===== config.mk =====
export PLATFORM = sky130hd
export DESIGN_NAME = ata_window_dec
export DESIGN_NICKNAME = d
export VERILOG_FILES = /design/src/rtl/ata_win_pkg.sv /design/src/rtl/ata_win_remap.sv /design/src/rtl/ata_win_decode.sv /design/src/rtl/ata_win_local.sv /design/src/rtl/ata_window_dec.sv
export SDC_FILE = /design/constraint.sdc
export NUM_CORES = 1
export LEC_CHECK = 0
export ABC_CLOCK_PERIOD_IN_PS = 2700
export BUFFER_PORTS_ARGS = -buffer_cell sky130_fd_sc_hd__buf_4
export CAP_MARGIN = 20
export CELL_PAD_IN_SITES_DETAIL_PLACEMENT = 1
export CELL_PAD_IN_SITES_GLOBAL_PLACEMENT = 1
export CORE_ASPECT_RATIO = 1.1
export CORE_MARGIN = 3
export CORE_UTILIZATION = 36
export CTS_BUF_LIST = sky130_fd_sc_hd__clkbuf_16
export CTS_CLUSTER_SIZE = 25
export DETAILED_ROUTE_END_ITERATION = 16
export GPL_TIMING_DRIVEN = 1
export PLACE_DENSITY = 0.85
export SLEW_MARGIN = 20
export SYNTH_ARGS = -nofsm -noshare
export SYNTH_HDL_FRONTEND = slang
export SYNTH_SLANG_ARGS = --single-unit

===== constraint.sdc =====
create_clock -name clk -period 2.7 [get_ports clk]
set_clock_uncertainty 0.2 [all_clocks]
set_input_delay 0.27 -clock clk [delete_from_list [all_inputs] [get_ports clk]]
set_output_delay 0.27 -clock clk [all_outputs]
set_load 0.02 [all_outputs]

===== src/rtl/ata_win_pkg.sv =====
`timescale 1ns/1ps
package ata_win_pkg;
  localparam int IDX_W  = 4;
  localparam int WORD_W = 16;
  localparam int SEL_W  = 4;

  localparam logic [IDX_W-1:0] IX_DATA    = 4'h0;
  localparam logic [IDX_W-1:0] IX_DATA_HI = 4'h8;
  localparam logic [IDX_W-1:0] IX_ODD     = 4'h9;
  localparam logic [IDX_W-1:0] IX_ERRFEAT = 4'hd;
  localparam logic [IDX_W-1:0] IX_CTLSTAT = 4'he;
  localparam logic [IDX_W-1:0] IX_DEVADR  = 4'hf;
  localparam logic [IDX_W-1:0] IX_TF_ERR  = 4'h1;

  localparam logic [15:0] PRI_CMD = 16'h01f0;
  localparam logic [15:0] PRI_CTL = 16'h03f0;
  localparam logic [15:0] PRI_ADJ = 16'h03e8;
  localparam logic [15:0] SEC_CMD = 16'h0170;
  localparam logic [15:0] SEC_CTL = 16'h0370;
  localparam logic [15:0] SEC_ADJ = 16'h0368;

  typedef enum logic [1:0] {
    AM_MEMWIN = 2'd0,
    AM_IO16   = 2'd1,
    AM_PRI    = 2'd2,
    AM_SEC    = 2'd3
  } amode_e;

  typedef struct packed {
    logic              rd;
    logic              wr;
    logic [IDX_W-1:0]  idx;
    logic              word;
    logic [WORD_W-1:0] wdata;
    logic              wake;
  } fwd_t;

  typedef struct packed {
    logic              valid;
    logic [WORD_W-1:0] data;
  } locrd_t;

  // same 16-byte block (offset bits above 3 equal)
  function automatic logic same_block(input logic [15:0] a, input logic [15:0] base);
    return a[15:4] == base[15:4];
  endfunction

  // offset -> task-file index for a given addressing mode
  function automatic logic [IDX_W-1:0] window_index(input amode_e m, input logic [15:0] a);
    logic [15:0] off;
    off = a;
    case (m)
      AM_MEMWIN: if (a[15:10] == 6'b000001) off = 16'h0000;
      AM_IO16:   off = a & 16'h000f;
      AM_PRI: begin
        if (same_block(a, PRI_CTL))      off = a - PRI_ADJ;
        else if (same_block(a, PRI_CMD)) off = a - PRI_CMD;
      end
      AM_SEC: begin
        if (same_block(a, SEC_CTL))      off = a - SEC_ADJ;
        else if (same_block(a, SEC_CMD)) off = a - SEC_CMD;
      end
      default: off = a;
    endcase
    return off[IDX_W-1:0];
  endfunction

  // device-address byte synthesized from the drive-select value
  function automatic logic [7:0] devaddr_byte(input logic [SEL_W-1:0] sel);
    return 8'hc2 | {2'b00, ~sel, 2'b00};
  endfunction
endpackage


===== src/rtl/ata_win_remap.sv =====
`timescale 1ns/1ps
module ata_win_remap
  import ata_win_pkg::*;
#(
  parameter int ADDR_W = 12
) (
  input  logic [1:0]        mode,
  input  logic [ADDR_W-1:0] addr,
  output logic [IDX_W-1:0]  idx
);
  localparam int PAD_W = 16 - ADDR_W;

  logic [15:0] addr16;

  generate
    if (PAD_W > 0) begin : g_pad
      assign addr16 = {{PAD_W{1'b0}}, addr};
    end else begin : g_nopad
      assign addr16 = addr[15:0];
    end
  endgenerate

  always_comb idx = window_index(amode_e'(mode), addr16);
endmodule


===== src/rtl/ata_win_decode.sv =====
`timescale 1ns/1ps
module ata_win_decode
  import ata_win_pkg::*;
(
  input  logic              req,
  input  logic              we,
  input  logic [IDX_W-1:0]  idx,
  input  logic [WORD_W-1:0] wdata,
  input  logic              pwrdn,
  input  logic              byte_flag,
  input  logic [7:0]        latch_lo,
  input  logic [7:0]        latch_hi,
  input  logic              drv_present,
  input  logic [7:0]        drv_status,
  input  logic [SEL_W-1:0]  drv_sel,
  output fwd_t              fwd,
  output locrd_t            loc,
  output logic              ctl_wr,
  output logic              byte_lo_wr,
  output logic              byte_hi_wr
);
  always_comb begin
    fwd        = '0;
    loc        = '0;
    ctl_wr     = 1'b0;
    byte_lo_wr = 1'b0;
    byte_hi_wr = 1'b0;
    if (req) begin
      case (idx)
        IX_DATA, IX_DATA_HI: begin
          fwd.rd    = !we;
          fwd.wr    = we;
          fwd.idx   = IX_DATA;
          fwd.word  = 1'b1;
          fwd.wdata = wdata;
        end
        IX_ODD: begin
          if (we) begin
            if (!byte_flag) begin
              byte_lo_wr = 1'b1;
            end else begin
              byte_hi_wr = 1'b1;
              fwd.wr     = 1'b1;
              fwd.idx    = IX_DATA;
              fwd.word   = 1'b1;
              fwd.wdata  = {wdata[7:0], latch_lo};
            end
          end else begin
            loc.valid = 1'b1;
            loc.data  = {8'h00, latch_hi};
          end
        end
        IX_ERRFEAT: begin
          fwd.rd    = !we;
          fwd.wr    = we;
          fwd.idx   = IX_TF_ERR;
          fwd.wdata = wdata;
        end
        IX_CTLSTAT: begin
          if (we) begin
            ctl_wr = 1'b1;
          end else begin
            loc.valid = 1'b1;
            loc.data  = drv_present ? {8'h00, drv_status} : '0;
          end
        end
        default: begin
          if (!we && idx == IX_DEVADR) begin
            loc.valid = 1'b1;
            loc.data  = {8'h00, devaddr_byte(drv_sel)};
          end else begin
            fwd.rd    = !we;
            fwd.wr    = we;
            fwd.idx   = idx;
            fwd.wdata = wdata;
            fwd.wake  = we && pwrdn;
          end
        end
      endcase
    end
  end
endmodule


===== src/rtl/ata_win_local.sv =====
`timescale 1ns/1ps
module ata_win_local (
  input  logic       clk,
  input  logic       rst_n,
  input  logic       byte_lo_wr,
  input  logic       byte_hi_wr,
  input  logic       ctl_wr,
  input  logic [7:0] wbyte,
  output logic [7:0] latch_lo,
  output logic [7:0] latch_hi,
  output logic       byte_flag,
  output logic [7:0] devctl,
  output logic       srst_req
);
  localparam int SRST_BIT = 2;

  always_ff @(posedge clk) begin
    if (!rst_n) begin
      latch_lo  <= '0;
      latch_hi  <= '0;
      byte_flag <= 1'b0;
    end else begin
      if (byte_lo_wr) begin
        latch_lo  <= wbyte;
        byte_flag <= 1'b1;
      end
      if (byte_hi_wr) begin
        latch_hi  <= wbyte;
        byte_flag <= 1'b0;
      end
    end
  end

  always_ff @(posedge clk) begin
    if (!rst_n) begin
      devctl   <= '0;
      srst_req <= 1'b0;
    end else begin
      srst_req <= ctl_wr && wbyte[SRST_BIT];
      if (ctl_wr) devctl <= wbyte;
    end
  end
endmodule


===== src/rtl/ata_window_dec.sv =====
`timescale 1ns/1ps
module ata_window_dec
  import ata_win_pkg::*;
#(
  parameter int ADDR_W = 12
) (
  input  logic              clk,
  input  logic              rst_n,
  input  logic              host_req,
  input  logic              host_we,
  input  logic [ADDR_W-1:0] host_addr,
  input  logic [15:0]       host_wdata,
  output logic [15:0]       host_rdata,
  output logic              host_rvalid,
  input  logic [1:0]        mode,
  input  logic [3:0]        drv_sel,
  input  logic              drv_present,
  input  logic [7:0]        drv_status,
  input  logic              pwrdn,
  output logic              wake,
  output logic              tf_rd,
  output logic              tf_wr,
  output logic [3:0]        tf_idx,
  output logic              tf_word,
  output logic [15:0]       tf_wdata,
  input  logic [15:0]       tf_rdata,
  output logic [7:0]        devctl,
  output logic              srst_req
);
  logic [IDX_W-1:0] win_idx;
  fwd_t             fwd_d, fwd_q;
  locrd_t           loc_d, loc_q;
  logic             ctl_wr, byte_lo_wr, byte_hi_wr;
  logic [7:0]       latch_lo, latch_hi;
  logic             byte_flag;

  // named events for the checker
  logic ev_fwd;
  logic ev_pair_done;

  ata_win_remap #(.ADDR_W(ADDR_W)) u_remap (
    .mode (mode),
    .addr (host_addr),
    .idx  (win_idx)
  );

  ata_win_decode u_decode (
    .req         (host_req),
    .we          (host_we),
    .idx         (win_idx),
    .wdata       (host_wdata),
    .pwrdn       (pwrdn),
    .byte_flag   (byte_flag),
    .latch_lo    (latch_lo),
    .latch_hi    (latch_hi),
    .drv_present (drv_present),
    .drv_status  (drv_status),
    .drv_sel     (drv_sel),
    .fwd         (fwd_d),
    .loc         (loc_d),
    .ctl_wr      (ctl_wr),
    .byte_lo_wr  (byte_lo_wr),
    .byte_hi_wr  (byte_hi_wr)
  );

  ata_win_local u_local (
    .clk        (clk),
    .rst_n      (rst_n),
    .byte_lo_wr (byte_lo_wr),
    .byte_hi_wr (byte_hi_wr),
    .ctl_wr     (ctl_wr),
    .wbyte      (host_wdata[7:0]),
    .latch_lo   (latch_lo),
    .latch_hi   (latch_hi),
    .byte_flag  (byte_flag),
    .devctl     (devctl),
    .srst_req   (srst_req)
  );

  // stage 1: strobes and local read value
  always_ff @(posedge clk) begin
    if (!rst_n) begin
      fwd_q <= '0;
      loc_q <= '0;
    end else begin
      fwd_q <= fwd_d;
      loc_q <= loc_d;
    end
  end

  // stage 2: read return
  always_ff @(posedge clk) begin
    if (!rst_n) begin
      host_rvalid <= 1'b0;
      host_rdata  <= '0;
    end else begin
      host_rvalid <= fwd_q.rd || loc_q.valid;
      if (loc_q.valid)   host_rdata <= loc_q.data;
      else if (fwd_q.rd) host_rdata <= tf_rdata;
    end
  end

  assign tf_rd        = fwd_q.rd;
  assign tf_wr        = fwd_q.wr;
  assign tf_idx       = fwd_q.idx;
  assign tf_word      = fwd_q.word;
  assign tf_wdata     = fwd_q.wdata;
  assign wake         = fwd_q.wake;
  assign ev_fwd       = fwd_d.rd || fwd_d.wr;
  assign ev_pair_done = byte_hi_wr;
endmodule


==> results.json <==
{
  "slew_violations": 0,
  "critPathCaptureType": "flop",
  "p_comb_share_pct": 11.5,
  "share_of_synthesized_registers_carrying_an_async_set_or_reset_pct": 0,
  "overflow": 0,
  "routabilityCongestion": 0.8720,
  "preCtsSetupSlack_ns": 0.03727,
  "clk_path_buf_depth": 2,
  "dr.first_iter.drc_count": 70,
  "num_antenna_cells": 0,
  "placement.io_buffers": 113,
  "insertion_delay_ns": 0.33,
  "grt_setup_unrepaired": "false",
  "syn_area_um2": 3038,
  "tns_ns": 0,
  "worstPathCellList": "buf_4 -> nand4bb_4 -> or4_4 -> o21ai_2 -> and3_1 -> a22o_1",
  "relative_contribution_of_sequential_cells_to_total_power_pct": 43.7,
  "clk_transition_reported_paths_ns": 0.06,
  "power_switching_uw": 630.1,
  "routed-via-count": 2747,
  "crit_path_max_incr_delay_ns": 0.76,
  "setup_viol": 0,
  "period_needed_ns": 2.344,
  "timing_worst_slew_pin_value_ns": 0.8495,
  "critical_path_class": "in -> reg",
  "crit_path_start_kind": "primary input",
  "initial_core_utilization_pct": 37.78,
  "timing.slew.headroom_pct": 43.37,
  "syn_area_per_cell_um2": 10.09,
  "ctsRootBufferMaster": "sky130_fd_sc_hd__clkbuf_16",
  "leakage_nw": 1.857,
  "cts_inserted_buffers": 9,
  "route.detailed.drc": 0,
  "antenna_left": 0,
  "required_ns": 2.77,
  "crit_slowest_cell": "sky130_fd_sc_hd__and3_1",
  "dieHeight_um": 102.3,
  "clkPwrFrac_pct": 44.8,
  "main_flop_type_after_synthesis": "sky130_fd_sc_hd__dfxtp_1",
  "intPower_mw": 2.026,
  "die_area_um2": 9578,
  "timing.final.crit_share_pct": 86.83,
  "synthToLayoutAreaGrowth_pct": 48.06,
  "grt_first_pass_wirelength_um": 14630,
  "final.setup.worst_slack_ns": 0.3556,
  "layout.nets": 496,
  "detail_route.wl_per_cell_um": 16.80,
  "antenna_found_initial": 0,
  "postCtsSetupBuffers": 0,
  "synthDistinctLibCells": 45,
  "status": "completed",
  "drive_above_1_share_pct": 32.72,
  "timing.final.hold_violations": 0,
  "ir_drop_v": 0.0003996,
  "dieWidth_um": 93.59,
  "routed_via_density": 5.040,
  "fmax_mhz": 426.6,
  "cts_tree": "done",
  "grtUsageTotal_pct": 19.57,
  "synth_enable_flop_cells": 0,
  "critical_path_peak_fanout": 21,
  "floorplan.core_area_um2": 8040,
  "io_pins": 114,
  "ys_seq_elements": 76,
  "yosysSeqAreaShare_pct": 50.08,
  "worst_hold_slack_ns": 0.007641,
  "htreeDepth": 3,
  "sw_frac_of_total_pct": 23.73,
  "core.rowCount": 34,
  "detail_route.wirelength_um": 9157,
  "drtPass1Iterations": 4,
  "grt_pass1_vias": 2955,
  "p_per_area_nw_per_um2": 590.5,
  "clock-sinks": 76,
  "synthesis.instances": 301,
  "ys.warnings.count": 0,
  "synth.net_count": 365,
  "worstHoldPathType": "in -> reg",
  "max_cap_violations": 0,
  "p_total_mw": 2.656,
  "grt_start_max_net_pins": 38,
  "worst_ep_arrival_ns": 2.41,
  "hpwl_um": 6617
}
==> stage by stage <==
step	utilization, %	std cells	instance area [um2]
2_1_floorplan	-	301	3038
4_1_cts	55.94	545	4498
3_3_place_gp	49.33	506	3966
5_1_grt	55.94	545	4498
6_report	55.94	545	4498
3_5_place_dp	49.33	506	3966
==> final timing paths <==
path | from | endpoint | slack, ns | cells past startpoint
setup reg to reg | u_local.byte_flag | tf_wdata[10] | 0.77 | 4
setup / recovery | host_addr[11] | tf_wdata[10] | 0.36 | 6
hold reg to reg | u_local.devctl[3] | u_local.devctl[3] | 0.27 | 2
hold / removal | host_wdata[6] | tf_wdata[6] | 0.008 | 2
==> sequential cells by signal (all words and copies together), names as in the netlist, 4 cells and up <==
name,cells
tf_wdata,16
tf_idx,4
u_local.latch_hi,8
u_local.latch_lo,8
loc_q,9
host_rdata,16
u_local.devctl,8
==> layout make-up <==
cell class              count  area [um2]
inverters                   1       3.754
well taps                 108       135.1
multi-input cells         203        1420
clock inverters             7       76.32
clock buffers               9       225.2
fillers                   894        3542
flip-flops and latches     76        1521
repair buffers            141        1116
==> routing by layer <==
layer,global-route usage [%],part of all wire [%],up-vias
li1,-,-,1345
met1,21.83,39,1317
met2,36.36,54,78
met3,4.860,5.6,7
met4,6.556,0.79,0
met5,0,0,-
==> critical path: cells and delay by family <==
kind | cells | cell delay, ns
and+or+nand+nor | 3 | 1.56
buffers and inverters | 1 | 0.12
AOI/OAI and AO/OA | 2 | 0.45
==> layout by cell type, fill, tap and decap left out, types with 2 or more instances in the layout <==
master / n
sky130_fd_sc_hd__a211oi_1: 4
sky130_fd_sc_hd__a21oi_1: 2
sky130_fd_sc_hd__a22o_1: 21
sky130_fd_sc_hd__a22oi_1: 9
sky130_fd_sc_hd__and2_1: 9
sky130_fd_sc_hd__and3_1: 5
sky130_fd_sc_hd__buf_4: 118
sky130_fd_sc_hd__clkbuf_16: 9
sky130_fd_sc_hd__clkinv_4: 3
sky130_fd_sc_hd__dfxtp_1: 76
sky130_fd_sc_hd__dlygate4sd3_1: 23
sky130_fd_sc_hd__mux2_2: 2
sky130_fd_sc_hd__mux2i_1: 34
sky130_fd_sc_hd__nand2_1: 35
sky130_fd_sc_hd__nand2b_1: 3
sky130_fd_sc_hd__nand3_1: 3
sky130_fd_sc_hd__nor2_1: 15
sky130_fd_sc_hd__nor2b_1: 13
sky130_fd_sc_hd__nor3_1: 3
sky130_fd_sc_hd__nor3b_2: 2
sky130_fd_sc_hd__nor4_1: 2
sky130_fd_sc_hd__o21a_1: 3
sky130_fd_sc_hd__o21ai_0: 9
sky130_fd_sc_hd__o22a_1: 4
sky130_fd_sc_hd__o22ai_1: 3
sky130_fd_sc_hd__or3_1: 4
==> cell usage after synthesis (2+ instances only) <==
cell | count | area share (%)
sky130_fd_sc_hd__a211oi_1 | 4 | 0.99
sky130_fd_sc_hd__a21oi_1 | 2 | 0.33
sky130_fd_sc_hd__a22o_1 | 21 | 6.1
sky130_fd_sc_hd__a22oi_1 | 9 | 2.2
sky130_fd_sc_hd__and2_1 | 9 | 1.9
sky130_fd_sc_hd__and3_1 | 5 | 1.0
sky130_fd_sc_hd__buf_1 | 2 | 0.25
sky130_fd_sc_hd__buf_2 | 8 | 1.3
sky130_fd_sc_hd__clkbuf_1 | 10 | 1.2
sky130_fd_sc_hd__dfxtp_1 | 76 | 50
sky130_fd_sc_hd__mux2_2 | 2 | 0.74
sky130_fd_sc_hd__mux2i_1 | 34 | 11
sky130_fd_sc_hd__nand2_1 | 35 | 4.3
sky130_fd_sc_hd__nand2b_1 | 3 | 0.62
sky130_fd_sc_hd__nand3_1 | 3 | 0.49
sky130_fd_sc_hd__nor2_1 | 15 | 1.9
sky130_fd_sc_hd__nor2b_1 | 13 | 2.7
sky130_fd_sc_hd__nor3_1 | 3 | 0.49
sky130_fd_sc_hd__nor3b_2 | 2 | 0.82
sky130_fd_sc_hd__nor4_1 | 2 | 0.41
sky130_fd_sc_hd__o21a_1 | 3 | 0.74
sky130_fd_sc_hd__o21ai_0 | 9 | 1.5
sky130_fd_sc_hd__o22a_1 | 4 | 1.2
sky130_fd_sc_hd__o22ai_1 | 3 | 0.62
sky130_fd_sc_hd__or3_1 | 4 | 0.82
==> logic make-up after synthesis <==
kind of cell,synth area share (%)
flops,50.08
buf+inv,3.172
simple gates,18.90
compound gates,15.61
mux,11.94
xor+xnor,0.2884
==> power groups by stage <==
| stage | logic (mW) | clock network [mW] | registers [mW] |
|---|---|---|---|
| final | 0.306 | 1.19 | 1.16 |
| after CTS | 0.306 | 1.22 | 1.16 |
| after global routing | 0.329 | 1.27 | 1.16 |
| after detailed placement | 0.278 | 0 | 1.19 |
| after global placement | 0.268 | 0 | 1.18 |
| after floorplan | 0.101 | 0 | 1.21 |
==> repair_timing <==
action | CTS | global route
endpoints found under the hold margin | 25 | 0
hold buffers | 23 | 0
resized for setup | 0 | 0
Power figures use the tool's default switching activity.
